**src/rtl/sram_ctl.sv**
```systemverilog
module sram_ctl #(
  parameter int ADDR_W   = 17,
  parameter int DATA_W   = 16,
  parameter int ACC_CYC  = 6,
  parameter int WE_FIRST = 1,
  parameter int WE_LAST  = 4
) (
  input  logic              clk,
  input  logic              rst_n,
  input  logic              req,
  input  logic              wr,
  input  logic [ADDR_W-1:0] addr,
  input  logic [DATA_W-1:0] wdata,
  input  logic [1:0]        bmask,
  output logic [DATA_W-1:0] rdata,
  output logic              done,
  output logic [ADDR_W-1:0] mem_addr,
  output logic [DATA_W-1:0] mem_dout,
  input  logic [DATA_W-1:0] mem_din,
  output logic              mem_dout_en,
  output logic              mem_ce_n,
  output logic              mem_oe_n,
  output logic              mem_we_n,
  output logic              mem_ub_n,
  output logic              mem_lb_n
);
  localparam int CNT_W = $clog2(ACC_CYC);
  localparam logic [CNT_W-1:0] LAST = CNT_W'(ACC_CYC - 1);
  localparam logic [CNT_W-1:0] WON  = CNT_W'(WE_FIRST);
  localparam logic [CNT_W-1:0] WOFF = CNT_W'(WE_LAST);

  typedef enum logic [1:0] {S_IDLE, S_ACC, S_DONE} st_t;

  st_t               st;
  logic [CNT_W-1:0]  cnt;
  logic              is_wr;
  logic [ADDR_W-1:0] a_q;
  logic [DATA_W-1:0] d_q;
  logic [1:0]        m_q;
  logic              in_acc;
  logic [1:0]        lanes;

  always_ff @(posedge clk or negedge rst_n) begin
    if (!rst_n) begin
      st    <= S_IDLE;
      cnt   <= '0;
      is_wr <= 1'b0;
      a_q   <= '0;
      d_q   <= '0;
      m_q   <= '0;
      rdata <= '0;
    end else begin
      case (st)
        S_IDLE: if (req) begin
          st    <= S_ACC;
          cnt   <= '0;
          is_wr <= wr;
          a_q   <= addr;
          d_q   <= wdata;
          m_q   <= bmask;
        end
        S_ACC: if (cnt == LAST) begin
          st <= S_DONE;
          if (!is_wr) rdata <= mem_din;
        end else begin
          cnt <= cnt + 1'b1;
        end
        default: st <= S_IDLE;
      endcase
    end
  end

  assign in_acc      = (st == S_ACC);
  assign lanes       = in_acc ? (is_wr ? m_q : 2'b11) : 2'b00;
  assign done        = (st == S_DONE);
  assign mem_addr    = a_q;
  assign mem_dout    = d_q;
  assign mem_dout_en = in_acc && is_wr;
  assign mem_ce_n    = !in_acc;
  assign mem_oe_n    = !(in_acc && !is_wr);
  assign mem_we_n    = !(in_acc && is_wr && cnt >= WON && cnt <= WOFF);
  assign mem_lb_n    = !lanes[0];
  assign mem_ub_n    = !lanes[1];
endmodule


```
**config.mk**
```make
export PLATFORM = sky130hd
export DESIGN_NAME = sram_ctl
export DESIGN_NICKNAME = d
export VERILOG_FILES = /design/src/rtl/sram_ctl.sv
export SDC_FILE = /design/constraint.sdc
export NUM_CORES = 1
export LEC_CHECK = 0
export CORE_ASPECT_RATIO = 2
export CORE_MARGIN = 8
export CORE_UTILIZATION = 55
export DETAILED_ROUTE_END_ITERATION = 6
export DONT_BUFFER_PORTS = 1
export PLACE_DENSITY = 0.71
export SLEW_MARGIN = 40
export SYNTH_ARGS = -nofsm -noshare
export SYNTH_HDL_FRONTEND = slang
export SYNTH_SLANG_ARGS = --single-unit
```
**constraint.sdc**
```tcl
create_clock -name clk -period 2 [get_ports clk]
set_input_delay 0.1 -clock clk [delete_from_list [all_inputs] [get_ports clk]]
set_output_delay 0.1 -clock clk [all_outputs]
set_load 0.02 [all_outputs]
```
==> run summary, run 1 <==
final period demand of the worst path - 1.70 ns
final setup vio count - 0
H-tree depth - 3
# port buffers - 0
clk buf depth - 2
Fmax - 0.588 GHz
drt drc - 0
Post-Syn Area per Cell - 15.4 sq um
Yosys cell types - 18
postcts setup bufs - 0
design area - 0.00305 sq mm
PD cells - 1650 mW/mm^2
TritonCTS clock tree - built
yosys warns - 0
syn_nets - 203
buffers plus inverters on the worst setup path - 2
hpwl dp - 3.32 mm
die area - 0.00649 sq mm
Clock Latency Late Sink - 0.32 ns
n_diodes - 0
All-Layer GR Usage - 16.9%
setup slack after layout - 0.298 ns
metal3 WL - 783 microns
first-pass GRT wire length - 8.11 mm
routed via count - 1,425
Num Clock Sinks - 57
WS Path Type - register to register
Slew Limit Fails - 0
layout cell share with drive strength beyond 1 - 34.7%
Reg2Reg Depth - 5
mapped cell area - 0.00224 sq mm
Data arrival, critical path - 1.91 ns
crit path cell chain - and2b_2 > inv_2 > nor3_4 > buf_4 > mux2_2
PostCTS Resize Cnt - 0
worst-margin pin slew - 0.747 ns
post-layout util - 76.3%
Routed Antenna Nets - 0
met1 wire length - 1.79 mm
Slowest-stage cell, CP - dfrtp_1
worst hold path depth - 3
total negative slack - 0 ns
sequential element share of the synthesized area - 63.7%
largest net degree at the start of global routing - 58
vias per inst - 5.38
status - complete, no violations
Root Buffer - clkbuf_8
total power - 5.04 mW
Starting Density - 55.9%
worst min path class - input pin to register
final worst path period share - 85.1%
Max VDD drop - 1.00 mV
Max Used Layer - met4
RSZ-0062 raised after global routing - false
Leakage - 1.33 nW
Rel. slew slack - 49.7%
Met2 Wirelength - 2.57 mm
final hold violation count - 0
vias in the first global route - 1,611
CP max stage delay - 0.40 ns
CP Launch Type - register
I/O pin count - 111
Area Overhead vs Synth - 36.4%
Net count, final - 267
FF-to-FF setup slack - 0.30 ns
chip height - 106 microns
Overflow after GRT - 0
Max-Cap Viols - 0
drt total wl - 5.23 mm
WP data required - 2.21 ns
worst clock skew - 0.00377 ns
Placed Area - 0.00232 sq mm
router iterations before antenna repair - 4
Layout fillers - 247
# rows - 33
wire length per cell - 19.7 microns
final RePlAce weighted congestion - 0.817
Clock transition at path regs - 0.06 ns
Initial DRC Count - 41
FF+latch count, synth - 57
worst slack, placed - 0.324 ns
CP top delay family - simple AND/OR/NAND/NOR gates
Setup crit end kind - register
Die Width - 61.1 microns
total CTS buffers - 9
critical path peak fanout - 16
Core Box Area - 0.00401 sq mm
Synth Instances - 145
initial antenna violation count - 0
Worst path depth - 5
[stage by stage]
step,hold slack [ns],instances
detailed placement,-0.194,196
global route,0.132,265
CTS,0.0892,265
floorplan,-0.196,145
finish,0.104,265
global placement,-0.194,196
[what timing repair did]
item                                    CTS  global route
endpoints found under the hold margin   109             0
hold buffers                             54             0
endpoints found under the setup margin    0             0
[synthesized netlist by cell type]
master    number  area, sq um
buf_6          1         11.3
dfrtp_1       57         1430
nor2_1         4         15.0
inv_2          1         3.75
and2b_2        1         8.76
o21ai_0        5         25.0
inv_1          4         15.0
buf_2          4         20.0
nor2b_1        3         18.8
a311oi_1       1         8.76
nor3_4         1         16.3
o211ai_1       1         7.51
mux2_2        52          586
nor3b_1        1         7.51
ha_1           3         37.5
or3_1          1         6.26
mux2i_1        1         10.0
nand2_1        4         15.0
[tightest hold or removal path: cells and delay by family]
kind / cells / cell delay, ns
buffers and inverters: 1 / 0.14
and+or+nand+nor: 1 / 0.07
AOI/OAI and AO/OA: 1 / 0.07
[cell type report]
class | instances | area, sq um | area share [%]
clock inverter | 4 | 45.0 | 1.47
timing repair buffer | 58 | 601 | 19.7
inverter | 5 | 18.8 | 0.615
multi-input combinational | 78 | 767 | 25.1
tap | 52 | 65.1 | 2.13
clock buffer | 11 | 131 | 4.30
sequential | 57 | 1430 | 46.7
[power breakdown]
group	internal [mW]	switching [mW]	total, mW
registers	1.73	1.08	2.81
clock network	0.562	0.410	0.972
logic	0.708	0.553	1.26
total	3.00	2.04	5.04
[routing by layer]
metal	vias to the layer above	GRT usage, %
li1	631	-
met1	699	17.5
met2	88	25.8
met3	7	9.67
met4	0	9.08
met5	-	0
[flip-flops by register name, summed over array words and instances, names as in the netlist]
signal    count
mem_addr     17
mem_dout     16
rdata        16
cnt           3
m_q           2
st            2
is_wr         1
[final timing paths]
path	endpoint	startpoint
setup reg to reg	rdata[3]	st[1]
hold reg to reg	m_q[1]	m_q[1]
hold / removal	st[0]	req
max in group asynchronous	mem_addr[3]	rst_n
min in group asynchronous	cnt[2]	rst_n
setup / recovery	rdata[3]	st[1]
[layout by cell type (no fill, tap or decap), drive strengths merged, types with 3 or more instances in the layout]
cell / n
o21ai: 5
nand2: 4
clkinv: 3
dfrtp: 57
nor2: 4
inv: 5
buf: 5
mux2: 52
ha: 3
nor2b: 3
dlygate4sd3: 53
clkbuf: 11
[cells by family after synthesis]
group / share of synthesized area (%)
fa+ha+maj: 1.68
mux: 26.6
compound gates: 1.84
buf+inv: 2.24
flops: 63.7
simple gates: 3.91
Power figures use the tool's default switching activity.
==> run 2: changes to the inputs <==
Settings changed: MAX_ROUTING_LAYER from default to met4.
==> run summary, run 2 (synthesis gave the netlist of run 1 again) <==
total CTS buffers - 9 (unchanged)
WS Path Type - register to register (unchanged)
Clock transition at path regs - 0.06 ns (about the same)
total negative slack - 0 ns (unchanged)
All-Layer GR Usage - 17.3% (was 16.9%)
Clock Latency Late Sink - 0.32 ns (about the same)
final setup vio count - 0 (unchanged)
Max-Cap Viols - 0 (unchanged)
hold slack - 0.105 ns (was 0.104 ns)
TritonCTS clock tree - built (unchanged)
Area Overhead vs Synth - 36.4% (unchanged)
worst clock skew - 0.00317 ns (was 0.00377 ns)
wire length per cell - 19.6 microns (was 19.7 microns)
dpl cells - 196 (unchanged)
final RePlAce weighted congestion - 0.829 (was 0.817)
Leakage - 1.33 nW (unchanged)
Fmax - 0.589 GHz (was 0.588 GHz)
most common cell after layout, fill and taps aside - dfrtp_1 (unchanged)
I/O pin count - 111 (unchanged)
RSZ-0062 raised after global routing - false (unchanged)
drt total wl - 5.20 mm (was 5.23 mm)
# port buffers - 0 (unchanged)
final worst path period share - 84.9% (was 85.1%)
setup slack after layout - 0.302 ns (was 0.298 ns)
# rows - 33 (unchanged)
Net count, final - 267 (unchanged)
layout cell share with drive strength beyond 1 - 34.7% (unchanged)
final hold violation count - 0 (unchanged)
H-tree depth - 3 (unchanged)
initial antenna violation count - 0 (unchanged)
chip height - 106 microns (unchanged)
largest net degree at the start of global routing - 58 (unchanged)
Core Box Area - 0.00401 sq mm (unchanged)
Starting Density - 55.9% (unchanged)
Rel. slew slack - 49.6% (was 49.7%)
clk buf depth - 2 (unchanged)
post-layout util - 76.3% (unchanged)
Hold Buf Count CTS - 54 (unchanged)
critical path peak fanout - 16 (unchanged)
PD cells - 1650 mW/mm^2 (about the same)
CP Launch Type - register (unchanged)
worst min path class - input pin to register (unchanged)
Initial DRC Count - 40 (was 41)
final period demand of the worst path - 1.70 ns (about the same)
worst hold path depth - 3 (unchanged)
Root Buffer - clkbuf_8 (unchanged)
Overflow after GRT - 0 (unchanged)
worst-margin pin slew - 0.747 ns (about the same)
Num Clock Sinks - 57 (unchanged)
Data arrival, critical path - 1.90 ns (was 1.91 ns)
Die Width - 61.1 microns (unchanged)
most frequent cells in the layout - dfrtp_1 (57), dlygate4sd3_1 (53), mux2_2 (52) (unchanged)
first-pass GRT wire length - 8.07 mm (was 8.11 mm)
Slew Limit Fails - 0 (unchanged)
Max VDD drop - 1.00 mV (about the same)
n_diodes - 0 (unchanged)
PostCTS Resize Cnt - 0 (unchanged)
worst slack, placed - 0.324 ns (unchanged)
router iterations before antenna repair - 4 (unchanged)
Setup crit end kind - register (unchanged)
Routed Antenna Nets - 0 (unchanged)
status - complete, no violations (unchanged)
drt drc - 0 (unchanged)
Largest register FFs - 17 (unchanged)
vias per inst - 5.28 (was 5.38)
Reg2Reg Depth - 5 (unchanged)
postcts setup bufs - 0 (unchanged)
WP data required - 2.20 ns (was 2.21 ns)
die area - 0.00649 sq mm (unchanged)
vias in the first global route - 1,611 (unchanged)
Post-Layout Cell Count - 265 (unchanged)
routed via count - 1,399 (was 1,425)
hpwl dp - 3.32 mm (unchanged)
Layout fillers - 247 (unchanged)
==> run 2: cell counts in the layout (fill, tap and decap cells not counted) <==
Identical to the previous run, type by type.
==> run 2: through the flow <==
step                      power [mW]  cell area (sq um)
after floorplan                 3.62               2240
after global placement          3.90               2320
after detailed placement        3.96               2320
after CTS                       5.07               3050
after global routing            5.32               3050
final                           5.04               3050
==> run 2: final cells by class <==
type	instances	area [sq um]	share of cell area [%]
Clock buffer	11	131	4.30
Clock inverter	4	45.0	1.47
Inverter	5	18.8	0.615
Multi-Input combinational cell	78	767	25.1
Sequential cell	57	1430	46.7
Tap cell	52	65.1	2.13
Timing Repair Buffer	58	601	19.7
==> run 2: per-layer routing <==
layer | wire length, microns | GRT usage, %
met1 | 1870 | 18.3
met2 | 2570 | 26.0
met3 | 685 | 8.10
met4 | 76 | 8.57
met5 | 0 | -
==> run 2: path summary, 6_finish.rpt <==
check / slack (ns) / start / to
worst max-delay path: 0.30 / st[1] / rdata[3]
worst min-delay path: 0.11 / req / st[0]
worst max register to register: 0.30 / st[1] / rdata[3]
worst min register to register: 0.52 / m_q[1] / m_q[1]
max in group asynchronous: 1.45 / rst_n / mem_addr[3]
min in group asynchronous: 0.30 / rst_n / cnt[2]
==> run 2: where the power goes <==
group | switching, mW | leakage [nW] | internal (mW) | total [mW]
registers | 1.08 | 0.684 | 1.73 | 2.81
clock network | 0.408 | 0.0929 | 0.562 | 0.970
logic | 0.551 | 0.553 | 0.708 | 1.26
total | 2.04 | 1.33 | 3.00 | 5.04
==> run 2: critical path, cell delays in order, from the launching register on <==
cell     delay (ns)
dfrtp_1        0.40
and2b_2        0.27
inv_2          0.11
nor3_4         0.17
buf_4          0.25
mux2_2         0.37
==> run 3: changes to the inputs <==
Settings changed: PLACE_DENSITY 0.71 to 0.74.
Clock period 2 ns to 1.4 ns, I/O delays scaled along.
==> run summary, run 3 (synthesis gave the netlist of run 1 again) <==
Net count, final - 284 (was 267)
Slew Limit Fails - 0 (unchanged)
Max-Cap Viols - 0 (unchanged)
Layout fillers - 182 (was 247)
dpl cells - 207 (was 196)
setup slack after layout - -0.175 ns (was 0.302 ns)
most common cell after layout, fill and taps aside - dfrtp_1 (unchanged)
TritonCTS clock tree - built (unchanged)
Rel. slew slack - 71.7% (was 49.6%)
layout cell share with drive strength beyond 1 - 45.0% (was 34.7%)
wire length per cell - 23.5 microns (was 19.6 microns)
I/O pin count - 111 (unchanged)
router iterations before antenna repair - 4 (unchanged)
Largest register FFs - 17 (unchanged)
first-pass GRT wire length - 9.58 mm (was 8.07 mm)
final hold violation count - 57 (was 0)
# rows - 33 (unchanged)
clk buf depth - 2 (unchanged)
Num Clock Sinks - 57 (unchanged)
hpwl dp - 3.42 mm (was 3.32 mm)
# port buffers - 0 (unchanged)
drt drc - 0 (unchanged)
hold slack - -0.563 ns (was 0.105 ns)
final period demand of the worst path - 1.57 ns (was 1.70 ns)
total negative slack - -6.82 ns (was 0 ns)
drt total wl - 6.67 mm (was 5.20 mm)
Post-Layout Cell Count - 284 (was 265)
die area - 0.00649 sq mm (unchanged)
Setup crit end kind - register (unchanged)
vias per inst - 5.27 (was 5.28)
Clock transition at path regs - 0.07 ns (was 0.06 ns)
worst min path class - input pin to asynchronous set/reset pin (was input pin to register)
Data arrival, critical path - 1.78 ns (was 1.90 ns)
routed via count - 1,496 (was 1,399)
Area Overhead vs Synth - 54.9% (was 36.4%)
Initial DRC Count - 40 (unchanged)
Hold Buf Count CTS - 52 (was 54)
H-tree depth - 3 (unchanged)
post-layout util - 86.6% (was 76.3%)
initial antenna violation count - 0 (unchanged)
All-Layer GR Usage - 20.9% (was 17.3%)
CP Launch Type - register (unchanged)
critical path peak fanout - 8 (was 16)
Die Width - 61.1 microns (unchanged)
status - complete, but fails checks (was complete, no violations)
WS Path Type - register to register (unchanged)
worst-margin pin slew - 0.424 ns (was 0.747 ns)
Clock Latency Late Sink - 0.32 ns (about the same)
WP data required - 1.60 ns (was 2.20 ns)
failing checks - hold timing, setup timing
final worst path period share - 112% (was 84.9%)
Routed Antenna Nets - 0 (unchanged)
final RePlAce weighted congestion - 0.801 (was 0.829)
chip height - 106 microns (unchanged)
largest net degree at the start of global routing - 58 (unchanged)
Starting Density - 55.9% (unchanged)
final setup vio count - 56 (was 0)
most frequent cells in the layout - dfrtp_1 (57), dlygate4sd3_1 (52), mux2_4 (27) (was dfrtp_1 (57), dlygate4sd3_1 (53), mux2_2 (52))
Max VDD drop - 1.78 mV (was 1.00 mV)
worst clock skew - 0.00801 ns (was 0.00317 ns)
total CTS buffers - 9 (unchanged)
PD cells - 2490 mW/mm^2 (was 1650 mW/mm^2)
vias in the first global route - 1,724 (was 1,611)
Overflow after GRT - 0 (unchanged)
Fmax - 0.635 GHz (was 0.589 GHz)
Leakage - 1.55 nW (was 1.33 nW)
Core Box Area - 0.00401 sq mm (unchanged)
Root Buffer - clkbuf_8 (unchanged)
RSZ-0062 raised after global routing - true (was false)
[run 3: changes by cell type in the layout (fill, tap and decap cells not counted), sizes merged]
cell | previous run | this run
bufinv | 1 | 2
dlygate4sd3 | 53 | 52
clkinv | 3 | 2
clkbuf | 11 | 12
diode | 0 | 1
buf | 5 | 23
[run 3: layer usage]
layer	vias to the layer above	track usage (%)	wire length, microns
li1	666	-	-
met2	83	32.2	3520
met1	741	22.8	2340
met5	-	-	0
met3	6	9.55	737
met4	0	7.73	80
[run 3: power breakdown]
group          internal (mW)  total (mW)  switching, mW
Sequential              2.47        4.06           1.59
Combinational           1.73        2.82           1.09
Clock                   1.15        1.77          0.618
[run 3: worst max-delay path: stages, from the launching register on]
cell     delay [ns]
dfrtp_1        0.42
buf_6          0.15
nor3b_4        0.27
buf_6          0.17
buf_12         0.14
mux2_4         0.31
[run 3: worst paths after layout]
check / startpoint / endpoint / slack [ns] / cells past startpoint
setup reg to reg: st[0] / mem_dout[10] / -0.17 / 5
hold / removal: rst_n / rdata[9] / -0.56 / 0
hold reg to reg: m_q[1] / m_q[1] / 0.54 / 1
max in group asynchronous: rst_n / mem_addr[12] / 1.87 / 0
setup / recovery: st[0] / mem_dout[10] / -0.17 / 5
min in group clk: req / st[0] / 0.13 / 3
[run 3: repair_timing]
item / CTS / global route
setup endpoints to repair: 53 / 60
gates resized for setup: 22 / 30
hold endpoints to repair: 109 / 57
gates cloned: 2 / 0
buffers inserted: 5 / 2
pin swaps: 3 / 3
[run 3: area by class of cell]
| class | instances | area (sq um) | share of cell area [%] |
|---|---|---|---|
| Inverter | 5 | 21.3 | 0.613 |
| Multi-Input combinational cell | 78 | 937 | 27.0 |
| Antenna cell | 1 | 2.50 | 0.0722 |
| Timing Repair Buffer | 75 | 776 | 22.4 |
| Tap cell | 52 | 65.1 | 1.88 |
| Clock buffer | 12 | 165 | 4.76 |
| Clock inverter | 4 | 73.8 | 2.13 |
| Sequential cell | 57 | 1430 | 41.1 |
[run 3: stage by stage]
stage	area (sq um)	total power [mW]	setup slack, ns	hold slack, ns
6_report	3470	8.65	-0.175	-0.563
5_1_grt	3460	9.06	-0.234	-0.591
4_1_cts	3360	8.23	-0.159	-0.576
3_5_place_dp	2430	5.96	-0.0994	-0.224
3_3_place_gp	2430	5.85	-0.0561	-0.224
2_1_floorplan	2270	5.23	-0.192	-0.226
